**config.mk**
```make
export PLATFORM = sky130hd
export DESIGN_NAME = wb_addr_decoder
export DESIGN_NICKNAME = d
export VERILOG_FILES = /design/src/rtl/wbdec_pkg.sv /design/src/rtl/wbdec_window.sv /design/src/rtl/wbdec_lanes.sv /design/src/rtl/wbdec_slice.sv /design/src/rtl/wbdec_resp_mux.sv /design/src/rtl/wb_addr_decoder.sv
export SDC_FILE = /design/constraint.sdc
export NUM_CORES = 1
export LEC_CHECK = 0
export ABC_AREA = 1
export ABC_CLOCK_PERIOD_IN_PS = 1700
export BUFFER_PORTS_ARGS = -buffer_cell sky130_fd_sc_hd__buf_4
export CAP_MARGIN = 25
export CORE_AREA = 3 3 129 131
export DETAILED_ROUTE_END_ITERATION = 12
export DIE_AREA = 0 0 132 134
export PLACE_DENSITY_LB_ADDON = 0.12
export SLEW_MARGIN = 20
export SYNTH_ARGS = -nofsm -noshare
export SYNTH_HDL_FRONTEND = slang
export SYNTH_SLANG_ARGS = --single-unit
export TNS_END_PERCENT = 20
```
**constraint.sdc**
```tcl
create_clock -name vclk -period 1.7
set_input_delay 0.17 -clock vclk [all_inputs]
set_output_delay 0.17 -clock vclk [all_outputs]
set_load 0.01 [all_outputs]
```
**src/rtl/wbdec_pkg.sv**
```systemverilog
package wbdec_pkg;
  // Address translation variant for one subordinate window
  typedef enum logic {
    XL_DENSE  = 1'b0,
    XL_SPARSE = 1'b1
  } xlate_e;

  localparam int DEC_PORTS = 4;
endpackage

```
**src/rtl/wbdec_window.sv**
```systemverilog
module wbdec_window #(
  parameter int M_AW   = 20,
  parameter int BASE_W = 0,
  parameter int SPAN_W = 1
) (
  input  logic [M_AW-1:0] m_adr,
  output logic            hit,
  output logic [M_AW-1:0] offs
);
  localparam logic [M_AW:0] BASE_V = (M_AW+1)'(BASE_W);
  localparam logic [M_AW:0] SPAN_V = (M_AW+1)'(SPAN_W);
  localparam logic [M_AW:0] LIM_V  = BASE_V + SPAN_V;

  logic [M_AW:0] adr_x;
  assign adr_x = {1'b0, m_adr};
  assign hit   = (adr_x >= BASE_V) && (adr_x < LIM_V);
  assign offs  = m_adr - BASE_V[M_AW-1:0];

  always_comb begin
    if (hit) begin

      offs_in_span_chk: assert ({1'b0, offs} < SPAN_V);
    end
  end
endmodule

```
**src/rtl/wbdec_lanes.sv**
```systemverilog
module wbdec_lanes
  import wbdec_pkg::*;
#(
  parameter xlate_e MODE   = XL_DENSE,
  parameter int     M_DW   = 32,
  parameter int     M_GRAN = 16,
  parameter int     S_DW   = 32,
  parameter int     S_GRAN = 16,
  localparam int    M_SW   = M_DW / M_GRAN,
  localparam int    S_SW   = S_DW / S_GRAN,
  localparam int    RATIO  = M_GRAN / S_GRAN
) (
  input  logic [M_SW-1:0] m_sel,
  input  logic [M_DW-1:0] m_dat_w,
  output logic [S_SW-1:0] s_sel,
  output logic [S_DW-1:0] s_dat_w,
  input  logic [S_DW-1:0] s_dat_r,
  output logic [M_DW-1:0] r_dat
);
  generate
    if (MODE == XL_DENSE) begin : g_dense
      for (genvar i = 0; i < M_SW; i++) begin : g_grp
        for (genvar j = 0; j < RATIO; j++) begin : g_bit
          assign s_sel[i*RATIO + j] = m_sel[i];
        end
      end
      assign s_dat_w = m_dat_w;
      assign r_dat   = s_dat_r;

      always_comb begin

        sel_expand_chk: assert ($countones(s_sel) == RATIO * $countones(m_sel));
      end
    end else begin : g_sparse
      logic sparse_unused;
      assign sparse_unused = ^{m_sel[M_SW-1:1], m_dat_w[M_DW-1:S_DW]};
      assign s_sel   = m_sel[0];
      assign s_dat_w = m_dat_w[S_DW-1:0];
      assign r_dat   = {{(M_DW-S_DW){1'b0}}, s_dat_r};
    end
  endgenerate
endmodule

```
**src/rtl/wbdec_slice.sv**
```systemverilog
module wbdec_slice
  import wbdec_pkg::*;
#(
  parameter xlate_e MODE      = XL_DENSE,
  parameter int     M_AW      = 20,
  parameter int     M_DW      = 32,
  parameter int     M_GRAN    = 16,
  parameter int     S_AW      = 7,
  parameter int     S_DW      = 32,
  parameter int     S_GRAN    = 16,
  parameter int     BASE_W    = 0,
  parameter int     SPAN_W    = 1,
  parameter bit     HAS_ERR   = 1'b0,
  parameter bit     HAS_RTY   = 1'b0,
  parameter bit     HAS_STALL = 1'b0,
  localparam int    M_SW      = M_DW / M_GRAN,
  localparam int    S_SW      = S_DW / S_GRAN
) (
  input  logic [M_AW-1:0] m_adr,
  input  logic            m_cyc,
  input  logic [M_SW-1:0] m_sel,
  input  logic [M_DW-1:0] m_dat_w,
  output logic            hit,
  output logic            s_cyc,
  output logic [S_AW-1:0] s_adr,
  output logic [S_SW-1:0] s_sel,
  output logic [S_DW-1:0] s_dat_w,
  input  logic [S_DW-1:0] s_dat_r,
  input  logic            s_ack,
  input  logic            s_err,
  input  logic            s_rty,
  input  logic            s_stall,
  output logic [M_DW-1:0] r_dat,
  output logic            r_ack,
  output logic            r_err,
  output logic            r_rty,
  output logic            r_stall
);
  logic [M_AW-1:0]      offs;
  logic [M_AW-S_AW-1:0] offs_hi_unused;

  wbdec_window #(
    .M_AW  (M_AW),
    .BASE_W(BASE_W),
    .SPAN_W(SPAN_W)
  ) u_window (
    .m_adr(m_adr),
    .hit  (hit),
    .offs (offs)
  );

  assign s_adr          = offs[S_AW-1:0];
  assign offs_hi_unused = offs[M_AW-1:S_AW];
  assign s_cyc          = m_cyc & hit;

  wbdec_lanes #(
    .MODE  (MODE),
    .M_DW  (M_DW),
    .M_GRAN(M_GRAN),
    .S_DW  (S_DW),
    .S_GRAN(S_GRAN)
  ) u_lanes (
    .m_sel  (m_sel),
    .m_dat_w(m_dat_w),
    .s_sel  (s_sel),
    .s_dat_w(s_dat_w),
    .s_dat_r(s_dat_r),
    .r_dat  (r_dat)
  );

  // Responses a subordinate does not implement are forced low
  assign r_ack   = s_ack;
  assign r_err   = HAS_ERR   ? s_err   : 1'b0;
  assign r_rty   = HAS_RTY   ? s_rty   : 1'b0;
  assign r_stall = HAS_STALL ? s_stall : 1'b0;
endmodule

```
**src/rtl/wbdec_resp_mux.sv**
```systemverilog
module wbdec_resp_mux #(
  parameter int N  = 4,
  parameter int DW = 32
) (
  input  logic [N-1:0]         hit,
  input  logic [N-1:0][DW-1:0] dat,
  input  logic [N-1:0]         ack,
  input  logic [N-1:0]         err,
  input  logic [N-1:0]         rty,
  input  logic [N-1:0]         stall,
  output logic [DW-1:0]        m_dat_r,
  output logic                 m_ack,
  output logic                 m_err,
  output logic                 m_rty,
  output logic                 m_stall
);
  always_comb begin
    m_dat_r = '0;
    m_ack   = 1'b0;
    m_err   = 1'b0;
    m_rty   = 1'b0;
    m_stall = 1'b0;
    for (int k = 0; k < N; k++) begin
      m_dat_r = m_dat_r | (dat[k] & {DW{hit[k]}});
      m_ack   = m_ack   | (ack[k]   & hit[k]);
      m_err   = m_err   | (err[k]   & hit[k]);
      m_rty   = m_rty   | (rty[k]   & hit[k]);
      m_stall = m_stall | (stall[k] & hit[k]);
    end
  end

  always_comb begin
    if (hit == '0) begin

      miss_quiet_chk: assert (!m_ack && !m_err && !m_rty && !m_stall && m_dat_r == '0);
    end
  end
endmodule

```
**src/rtl/wb_addr_decoder.sv**
```systemverilog
module wb_addr_decoder
  import wbdec_pkg::*;
#(
  parameter int M_AW    = 20,
  parameter int M_DW    = 32,
  parameter int M_GRAN  = 16,
  parameter int S0_AW   = 7,
  parameter int S1_AW   = 6,
  parameter int S1_GRAN = 8,
  parameter int S2_AW   = 7,
  parameter int S2_DW   = 16,
  parameter int S3_AW   = 7,
  parameter int S3_DW   = 8,
  // Window bases and spans in units of M_GRAN
  parameter int S0_BASE = 32'h10000,
  parameter int S0_SPAN = 32'h100,
  parameter int S1_BASE = 32'h20000,
  parameter int S1_SPAN = 32'h80,
  parameter int S2_BASE = 32'h30000,
  parameter int S2_SPAN = 32'h100,
  parameter int S3_BASE = 32'h40000,
  parameter int S3_SPAN = 32'h100,
  localparam int M_SW   = M_DW / M_GRAN,
  localparam int S1_SW  = M_DW / S1_GRAN
) (
  input  logic              m_cyc,
  input  logic              m_stb,
  input  logic              m_we,
  input  logic [M_AW-1:0]   m_adr,
  input  logic [M_SW-1:0]   m_sel,
  input  logic [M_DW-1:0]   m_dat_w,
  input  logic              m_lock,
  input  logic [2:0]        m_cti,
  input  logic [1:0]        m_bte,
  output logic [M_DW-1:0]   m_dat_r,
  output logic              m_ack,
  output logic              m_err,
  output logic              m_rty,
  output logic              m_stall,
  output logic              s0_cyc,
  output logic              s0_stb,
  output logic              s0_we,
  output logic [S0_AW-1:0]  s0_adr,
  output logic [M_SW-1:0]   s0_sel,
  output logic [M_DW-1:0]   s0_dat_w,
  input  logic [M_DW-1:0]   s0_dat_r,
  input  logic              s0_ack,
  output logic              s1_cyc,
  output logic              s1_stb,
  output logic              s1_we,
  output logic [S1_AW-1:0]  s1_adr,
  output logic [S1_SW-1:0]  s1_sel,
  output logic [M_DW-1:0]   s1_dat_w,
  output logic              s1_lock,
  output logic [2:0]        s1_cti,
  output logic [1:0]        s1_bte,
  input  logic [M_DW-1:0]   s1_dat_r,
  input  logic              s1_ack,
  input  logic              s1_err,
  input  logic              s1_rty,
  input  logic              s1_stall,
  output logic              s2_cyc,
  output logic              s2_stb,
  output logic              s2_we,
  output logic [S2_AW-1:0]  s2_adr,
  output logic [0:0]        s2_sel,
  output logic [S2_DW-1:0]  s2_dat_w,
  input  logic [S2_DW-1:0]  s2_dat_r,
  input  logic              s2_ack,
  output logic              s3_cyc,
  output logic              s3_stb,
  output logic              s3_we,
  output logic [S3_AW-1:0]  s3_adr,
  output logic [0:0]        s3_sel,
  output logic [S3_DW-1:0]  s3_dat_w,
  input  logic [S3_DW-1:0]  s3_dat_r,
  input  logic              s3_ack
);
  // Decoder units per initiator word
  localparam int UPW = M_DW / M_GRAN;

  logic [DEC_PORTS-1:0]           hit_v;
  logic [DEC_PORTS-1:0][M_DW-1:0] r_dat;
  logic [DEC_PORTS-1:0]           r_ack, r_err, r_rty, r_stall;

  wbdec_slice #(
    .MODE(XL_DENSE), .M_AW(M_AW), .M_DW(M_DW), .M_GRAN(M_GRAN),
    .S_AW(S0_AW), .S_DW(M_DW), .S_GRAN(M_GRAN),
    .BASE_W(S0_BASE / UPW), .SPAN_W(S0_SPAN / UPW),
    .HAS_ERR(1'b0), .HAS_RTY(1'b0), .HAS_STALL(1'b0)
  ) u_slice0 (
    .m_adr(m_adr), .m_cyc(m_cyc), .m_sel(m_sel), .m_dat_w(m_dat_w),
    .hit(hit_v[0]), .s_cyc(s0_cyc), .s_adr(s0_adr), .s_sel(s0_sel),
    .s_dat_w(s0_dat_w), .s_dat_r(s0_dat_r), .s_ack(s0_ack),
    .s_err(1'b0), .s_rty(1'b0), .s_stall(1'b0),
    .r_dat(r_dat[0]), .r_ack(r_ack[0]), .r_err(r_err[0]),
    .r_rty(r_rty[0]), .r_stall(r_stall[0])
  );

  wbdec_slice #(
    .MODE(XL_DENSE), .M_AW(M_AW), .M_DW(M_DW), .M_GRAN(M_GRAN),
    .S_AW(S1_AW), .S_DW(M_DW), .S_GRAN(S1_GRAN),
    .BASE_W(S1_BASE / UPW), .SPAN_W(S1_SPAN / UPW),
    .HAS_ERR(1'b1), .HAS_RTY(1'b1), .HAS_STALL(1'b1)
  ) u_slice1 (
    .m_adr(m_adr), .m_cyc(m_cyc), .m_sel(m_sel), .m_dat_w(m_dat_w),
    .hit(hit_v[1]), .s_cyc(s1_cyc), .s_adr(s1_adr), .s_sel(s1_sel),
    .s_dat_w(s1_dat_w), .s_dat_r(s1_dat_r), .s_ack(s1_ack),
    .s_err(s1_err), .s_rty(s1_rty), .s_stall(s1_stall),
    .r_dat(r_dat[1]), .r_ack(r_ack[1]), .r_err(r_err[1]),
    .r_rty(r_rty[1]), .r_stall(r_stall[1])
  );

  wbdec_slice #(
    .MODE(XL_SPARSE), .M_AW(M_AW), .M_DW(M_DW), .M_GRAN(M_GRAN),
    .S_AW(S2_AW), .S_DW(S2_DW), .S_GRAN(S2_DW),
    .BASE_W(S2_BASE / UPW), .SPAN_W(S2_SPAN / UPW),
    .HAS_ERR(1'b0), .HAS_RTY(1'b0), .HAS_STALL(1'b0)
  ) u_slice2 (
    .m_adr(m_adr), .m_cyc(m_cyc), .m_sel(m_sel), .m_dat_w(m_dat_w),
    .hit(hit_v[2]), .s_cyc(s2_cyc), .s_adr(s2_adr), .s_sel(s2_sel),
    .s_dat_w(s2_dat_w), .s_dat_r(s2_dat_r), .s_ack(s2_ack),
    .s_err(1'b0), .s_rty(1'b0), .s_stall(1'b0),
    .r_dat(r_dat[2]), .r_ack(r_ack[2]), .r_err(r_err[2]),
    .r_rty(r_rty[2]), .r_stall(r_stall[2])
  );

  wbdec_slice #(
    .MODE(XL_SPARSE), .M_AW(M_AW), .M_DW(M_DW), .M_GRAN(M_GRAN),
    .S_AW(S3_AW), .S_DW(S3_DW), .S_GRAN(S3_DW),
    .BASE_W(S3_BASE / UPW), .SPAN_W(S3_SPAN / UPW),
    .HAS_ERR(1'b0), .HAS_RTY(1'b0), .HAS_STALL(1'b0)
  ) u_slice3 (
    .m_adr(m_adr), .m_cyc(m_cyc), .m_sel(m_sel), .m_dat_w(m_dat_w),
    .hit(hit_v[3]), .s_cyc(s3_cyc), .s_adr(s3_adr), .s_sel(s3_sel),
    .s_dat_w(s3_dat_w), .s_dat_r(s3_dat_r), .s_ack(s3_ack),
    .s_err(1'b0), .s_rty(1'b0), .s_stall(1'b0),
    .r_dat(r_dat[3]), .r_ack(r_ack[3]), .r_err(r_err[3]),
    .r_rty(r_rty[3]), .r_stall(r_stall[3])
  );

  wbdec_resp_mux #(
    .N (DEC_PORTS),
    .DW(M_DW)
  ) u_resp (
    .hit    (hit_v),
    .dat    (r_dat),
    .ack    (r_ack),
    .err    (r_err),
    .rty    (r_rty),
    .stall  (r_stall),
    .m_dat_r(m_dat_r),
    .m_ack  (m_ack),
    .m_err  (m_err),
    .m_rty  (m_rty),
    .m_stall(m_stall)
  );

  // Request qualifiers fan out to every subordinate; only cyc is gated
  assign s0_stb  = m_stb;
  assign s1_stb  = m_stb;
  assign s2_stb  = m_stb;
  assign s3_stb  = m_stb;
  assign s0_we   = m_we;
  assign s1_we   = m_we;
  assign s2_we   = m_we;
  assign s3_we   = m_we;
  assign s1_lock = m_lock;
  assign s1_cti  = m_cti;
  assign s1_bte  = m_bte;

  always_comb begin

    cyc_onehot_chk: assert ($onehot0({s3_cyc, s2_cyc, s1_cyc, s0_cyc}));
    if (s1_cyc) begin

      s1_resp_chk: assert (m_stall == s1_stall && m_err == s1_err && m_dat_r == s1_dat_r);
    end
    if (s0_cyc || s2_cyc || s3_cyc) begin

      no_opt_resp_chk: assert (!m_err && !m_rty && !m_stall);
    end
  end
endmodule

```
==> Word-level counts from Yosys, hierarchy flattened <==
Cells that the tools add are included.
{ "word_totals": {"reg_bits": 0, "output_inout_bits": 177, "in_bits": 158, "wordCells": 37} }
{ "classes": {"reduce_logical": 4, "n_lt_le_gt_ge": 8, "add_sub_neg": 4, "bitwise": 21} }
{ "ops": {"columns": ["cell", "count"], "rows": [
  ["32-bit OR", 3],
  ["32-bit bitwise AND", 2],
  ["20-bit by 17-bit greater-or-equal comparator with 1-bit output (second input constant)", 2],
  ["20-bit by 17-bit < comparator with 1-bit output (second input constant)", 2],
  ["16-bit by 32-bit bitwise AND with 32-bit output", 1],
  ["8-bit by 32-bit bitwise AND with 32-bit output", 1],
  ["7-bit by 1-bit subtractor with 7-bit output (second input constant)", 3],
  ["20-bit by 16-bit greater-or-equal comparator with 1-bit output (second input constant)", 1],
  ["20-bit by 18-bit greater-or-equal comparator with 1-bit output (second input constant)", 1],
  ["20-bit by 16-bit < comparator with 1-bit output (second input constant)", 1],
  ["20-bit by 18-bit < comparator with 1-bit output (second input constant)", 1],
  ["1-bit bitwise AND", 11],
  ["6-bit by 1-bit subtractor with 6-bit output (second input constant)", 1],
  ["1-bit logical AND", 4],
  ["1-bit OR", 3]
]} }

==> Depth between registers and ports, before layout <==
{ "logic_depth": {"depth_word": 6, "depth_mapped": 8, "mapped_depth_nobuf": 7} }

==> Modules after synthesis <==
Synthesis repeated with hierarchy kept, for this count alone.
{ "unflattened": {"cells_unflattened": 795, "area_unflattened_um2": 4591.9} }
{ "modules_own_cells": {"columns": ["module", "instances", "area_per_inst_um2", "cells_each", "seq_area_each_um2"], "rows": [
  ["wbdec_resp_mux", 1, 1524.0, 340, 0.0],
  ["wbdec_lanes at u_slice1.u_lanes", 1, 510.5, 68, 0.0],
  ["wbdec_lanes at u_slice0.u_lanes", 1, 495.5, 66, 0.0],
  ["wbdec_lanes at u_slice2.u_lanes", 1, 371.6, 50, 0.0],
  ["wbdec_lanes at u_slice3.u_lanes", 1, 311.5, 42, 0.0],
  ["wbdec_window at u_slice0.u_window", 1, 301.5, 50, 0.0],
  ["wbdec_window at u_slice1.u_window", 1, 282.8, 49, 0.0],
  ["wbdec_window at u_slice3.u_window", 1, 270.3, 43, 0.0],
  ["wbdec_window at u_slice2.u_window", 1, 254.0, 45, 0.0],
  ["wbdec_slice at u_slice0 ...", 3, 41.3, 7, 0.0],
  ["wb_addr_decoder", 1, 108.9, 15, 0.0],
  ["wbdec_slice at u_slice1", 1, 37.5, 6, 0.0]
]} }

==> Least setup slack after synthesis <==
No wires, ideal clock.
{ "synth_path": {"path_type": "input -> output", "startpoint": "input m_adr[7]", "endpoint": "output m_err", "required_ps": 1530, "t_arrival_ps": 971, "setup_slack_ps": 559, "stages": 6, "path_buffers": 1, "path_cell_list": "nor2_2 > nand3_1 > nor2_4 > buf_6 > nand2_1 > nor2_1"} }
{ "synth_via": {"elab_chain_cells": 3, "elab_cells_between_ends": 4, "classes_between": "order compare (2); bitwise (1); reduce/logical (1)"} }
{ "synth_rtl": {"columns": ["element", "line", "source"], "rows": [
  ["start: declaration", "wb_addr_decoder.sv:29", "input logic [M_AW-1:0] m_adr,"],
  ["20-bit by 17-bit greater-or-equal comparator with 1-bit output / 20-bit by 17-bit < comparator with 1-bit output (equally long branches)", "wbdec_window.sv:16", "assign hit = (adr_x >= BASE_V) && (adr_x < LIM_V);"],
  ["1-bit logical AND *", "wbdec_window.sv:16", null],
  ["1-bit bitwise AND *", "wbdec_resp_mux.sv:26", "m_err = m_err | (err[k] & hit[k]);"],
  ["end: declaration", "wb_addr_decoder.sv:37", "output logic m_err,"]
]} }
Every way passes the cells marked *; elsewhere a longest branch is shown, timed or not.

==> Worst setup path in the final report <==
{ "layout_path": {"startpoint": "input m_adr[7]", "endpoint": "output m_ack"} }
{ "layout_via": {"elab_chain_cells": 6, "elab_cells_between_ends": 19, "classes_between": "order compare (8); bitwise (7); reduce/logical (4)"} }
{ "layout_rtl": {"columns": ["element", "line", "source"], "rows": [
  ["20-bit by 16-bit greater-or-equal comparator with 1-bit output (tied with other cells)", "wbdec_window.sv:16", null],
  ["1-bit logical AND", "wbdec_window.sv:16", null],
  ["1-bit bitwise AND", "wbdec_resp_mux.sv:25", "m_ack = m_ack | (ack[k] & hit[k]);"],
  ["1-bit OR (2 in series)", "wbdec_resp_mux.sv:25", null],
  ["1-bit OR *", "wbdec_resp_mux.sv:25", null],
  ["end: declaration", "wb_addr_decoder.sv:36", "output logic m_ack,"]
]} }
Marked as above.

==> flow_summary_export.csv <==
group,metric,value,unit
outcome,outcome,"completed",
synth,netlist.area_leader.share,0.488,
finish,fillers,1851,
sta,rsz0062_at_grt,"no",
clock_network,cts_resized,0,
global_route,antenna_found_initial,0,
min_path,min_from,"m_dat_w[16]",
synth,synth.area.top_cells,"buf_4 (49%), nand4_1 (12%), nand3_1 (10%)",
drt,dr.first_iter.drc_count,42,
finish,drive_above_1_share,0.516,
min_path,hold_path.class,"input pin to output port",
drt,wl,8.52,mm
global_route,gr-total-overflow,0,
synth,synth.net_count,520,
floorplan,core-area,15700,um2
floorplan,ios,335,
power_and_ir_drop,vdd_drop_max,0.0351,mV
global_route,grtUsageMet2,0.156,
global_route,busiest_layer,"met2",
power_and_ir_drop,p_leak,1.39,nW
floorplan,die_y,134,um
global_route,met3_usage,0.0229,
sta,worst-slew-pin-transition,0.376,ns
placement,io_buffers,153,
synth,syn_area_per_cell,6.17,um2
synth,synth_commonest_cells,"buf_4 (145), nand3_1 (45), nand4_1 (43), inv_1 (42), nand2_1 (35)",
drt,first_pass_iters,4,
synth,synth.cell_area,2230,um2
synth,yosysMostFrequentCell,"buf_4",
clock_network,cts_setup_buffers,0,
floorplan,dieArea,17700,um2
worst_setup_path,cp.required,1.53,ns
finish,final_cell_count_no_fill,590,
floorplan,core.rowCount,46,
global_route,grt_pass1_vias,2225,
drt,via_count,2151,
finish,nets,534,
worst_setup_path,end_kind,"output port",
worst_setup_path,crit_arrival,1.38,ns
sta,finalHoldViolations,0,
clock_network,cts_hold_buf,0,
sta,finalSetupViolations,0,
sta,timing.final.crit_share,0.912,
synth,synthCells,362,
sta,slew_violations,0,
floorplan,die_w,132,um
drt,ant_nets,0,
power_and_ir_drop,power_density,112,nW/um2
global_route,gr-usage-met1,0.0986,
placement,place.gp.congestion,0.682,
finish,seq_area,0,um2
synth,synthDistinctLibCells,16,
drt,vias_per_cell,3.65,
worst_setup_path,crit_type,"input pin to output port",
finish,fin_util,0.168,
global_route,grt.total_usage,0.0873,
sta,fmax,645,MHz
finish,multi_input_area,905,um2
worst_setup_path,critPathLaunch,"m_adr[7]",
finish,diodes,0,
synth,yosysWarnings,0,
worst_setup_path,startpoint_type,"input pin",
sta,period_minus_slack,1.55,ns
floorplan,initial_utilization,0.142,
global_route,grt_max_degree,36,
run,maxCapViolations,0,
finish,seq_cells,0,
placement,post-dp-hpwl,7.02,mm
drt,wl_per_cell,14.4,um
sta,relSlewSlack,0.749,
synth,synth-seq-area-share,0,
placement,dp.cells,590,
finish,clkbuf_count,0,
finish,area_growth_syn_to_layout,18.4,%
sta,tns,0,ns
worst_setup_path,crit_path_max_fanout,18,
global_route,grt_pass1_wl,12.5,mm
drt,drc,0,
synth,synth_largest_area_cell,"buf_4",
-- area by class of cell --
| class | count | area share |
|---|---|---|
| inverter | 48 | 0.0681 |
| timing repair buffer | 165 | 0.487 |
| multi-input combinational | 161 | 0.342 |
| tap | 216 | 0.102 |
-- worst max-delay path, cell delays in order --
cell and delay [ns]:
buf_4 0.11, nor2_2 0.13, nand2_2 0.10, nor2_8 0.14, buf_4 0.25, nand4_1 0.12, nand2_1 0.08, inv_1 0.03
nand2_1 0.10, buf_4 0.14
-- power breakdown --
| group | total, mW | switching, mW | internal (mW) |
|---|---|---|---|
| clock | 0 | 0 | 0 |
| sequential | 0 | 0 | 0 |
| combinational | 0.296 | 0.109 | 0.187 |
| total | 0.296 | 0.109 | 0.187 |
-- layer usage --
metal | part of all wire | wire, um | vias to the layer above
met2 | 0.48 | 4080 | 126
met1 | 0.38 | 3230 | 918
met5 | 0 | 0 | -
met3 | 0.10 | 851 | 44
met4 | 0.042 | 360 | 0
li1 | - | - | 1063
-- worst paths after layout --
path / to / slack (ns) / cells past startpoint
max: m_ack / 0.15 / 10
min: s0_dat_w[16] / 0.34 / 0
-- kinds of logic (layout without fill, tap and decap cells) --
| group | Yosys count | after routing | share of synthesized area |
|---|---|---|---|
| and+or+nand+nor | 145 | 145 | 0.354 |
| buffers and inverters | 201 | 213 | 0.595 |
| AOI/OAI and AO/OA | 16 | 16 | 0.0510 |
-- cells in the final DEF (no fill, tap or decap) --
cell type	n
buf_4	161
nand3_1	45
nand4_1	43
inv_1	42
nand2_1	35
nor2_1	9
o21ai_2	9
o21ai_0	7
inv_2	6
nor2_4	5
nor2_2	4
buf_12	4
nand2_2	2
nor2_8	1
nand3_4	1
-- per-stage QoR --
step | worst slack, ns | total power, mW | area [um2] | hold slack, ns
floorplan | 0.559 | 0.397 | 2230 | 0.427
global placement | 0.122 | 0.301 | 2640 | 0.340
detailed placement | 0.125 | 0.302 | 2640 | 0.340
CTS | 0.126 | 0.303 | 2640 | 0.340
global route | 0.0166 | 0.324 | 2640 | 0.340
finish | 0.150 | 0.296 | 2640 | 0.340
Note: power is estimated with default switching activity, not from simulation.
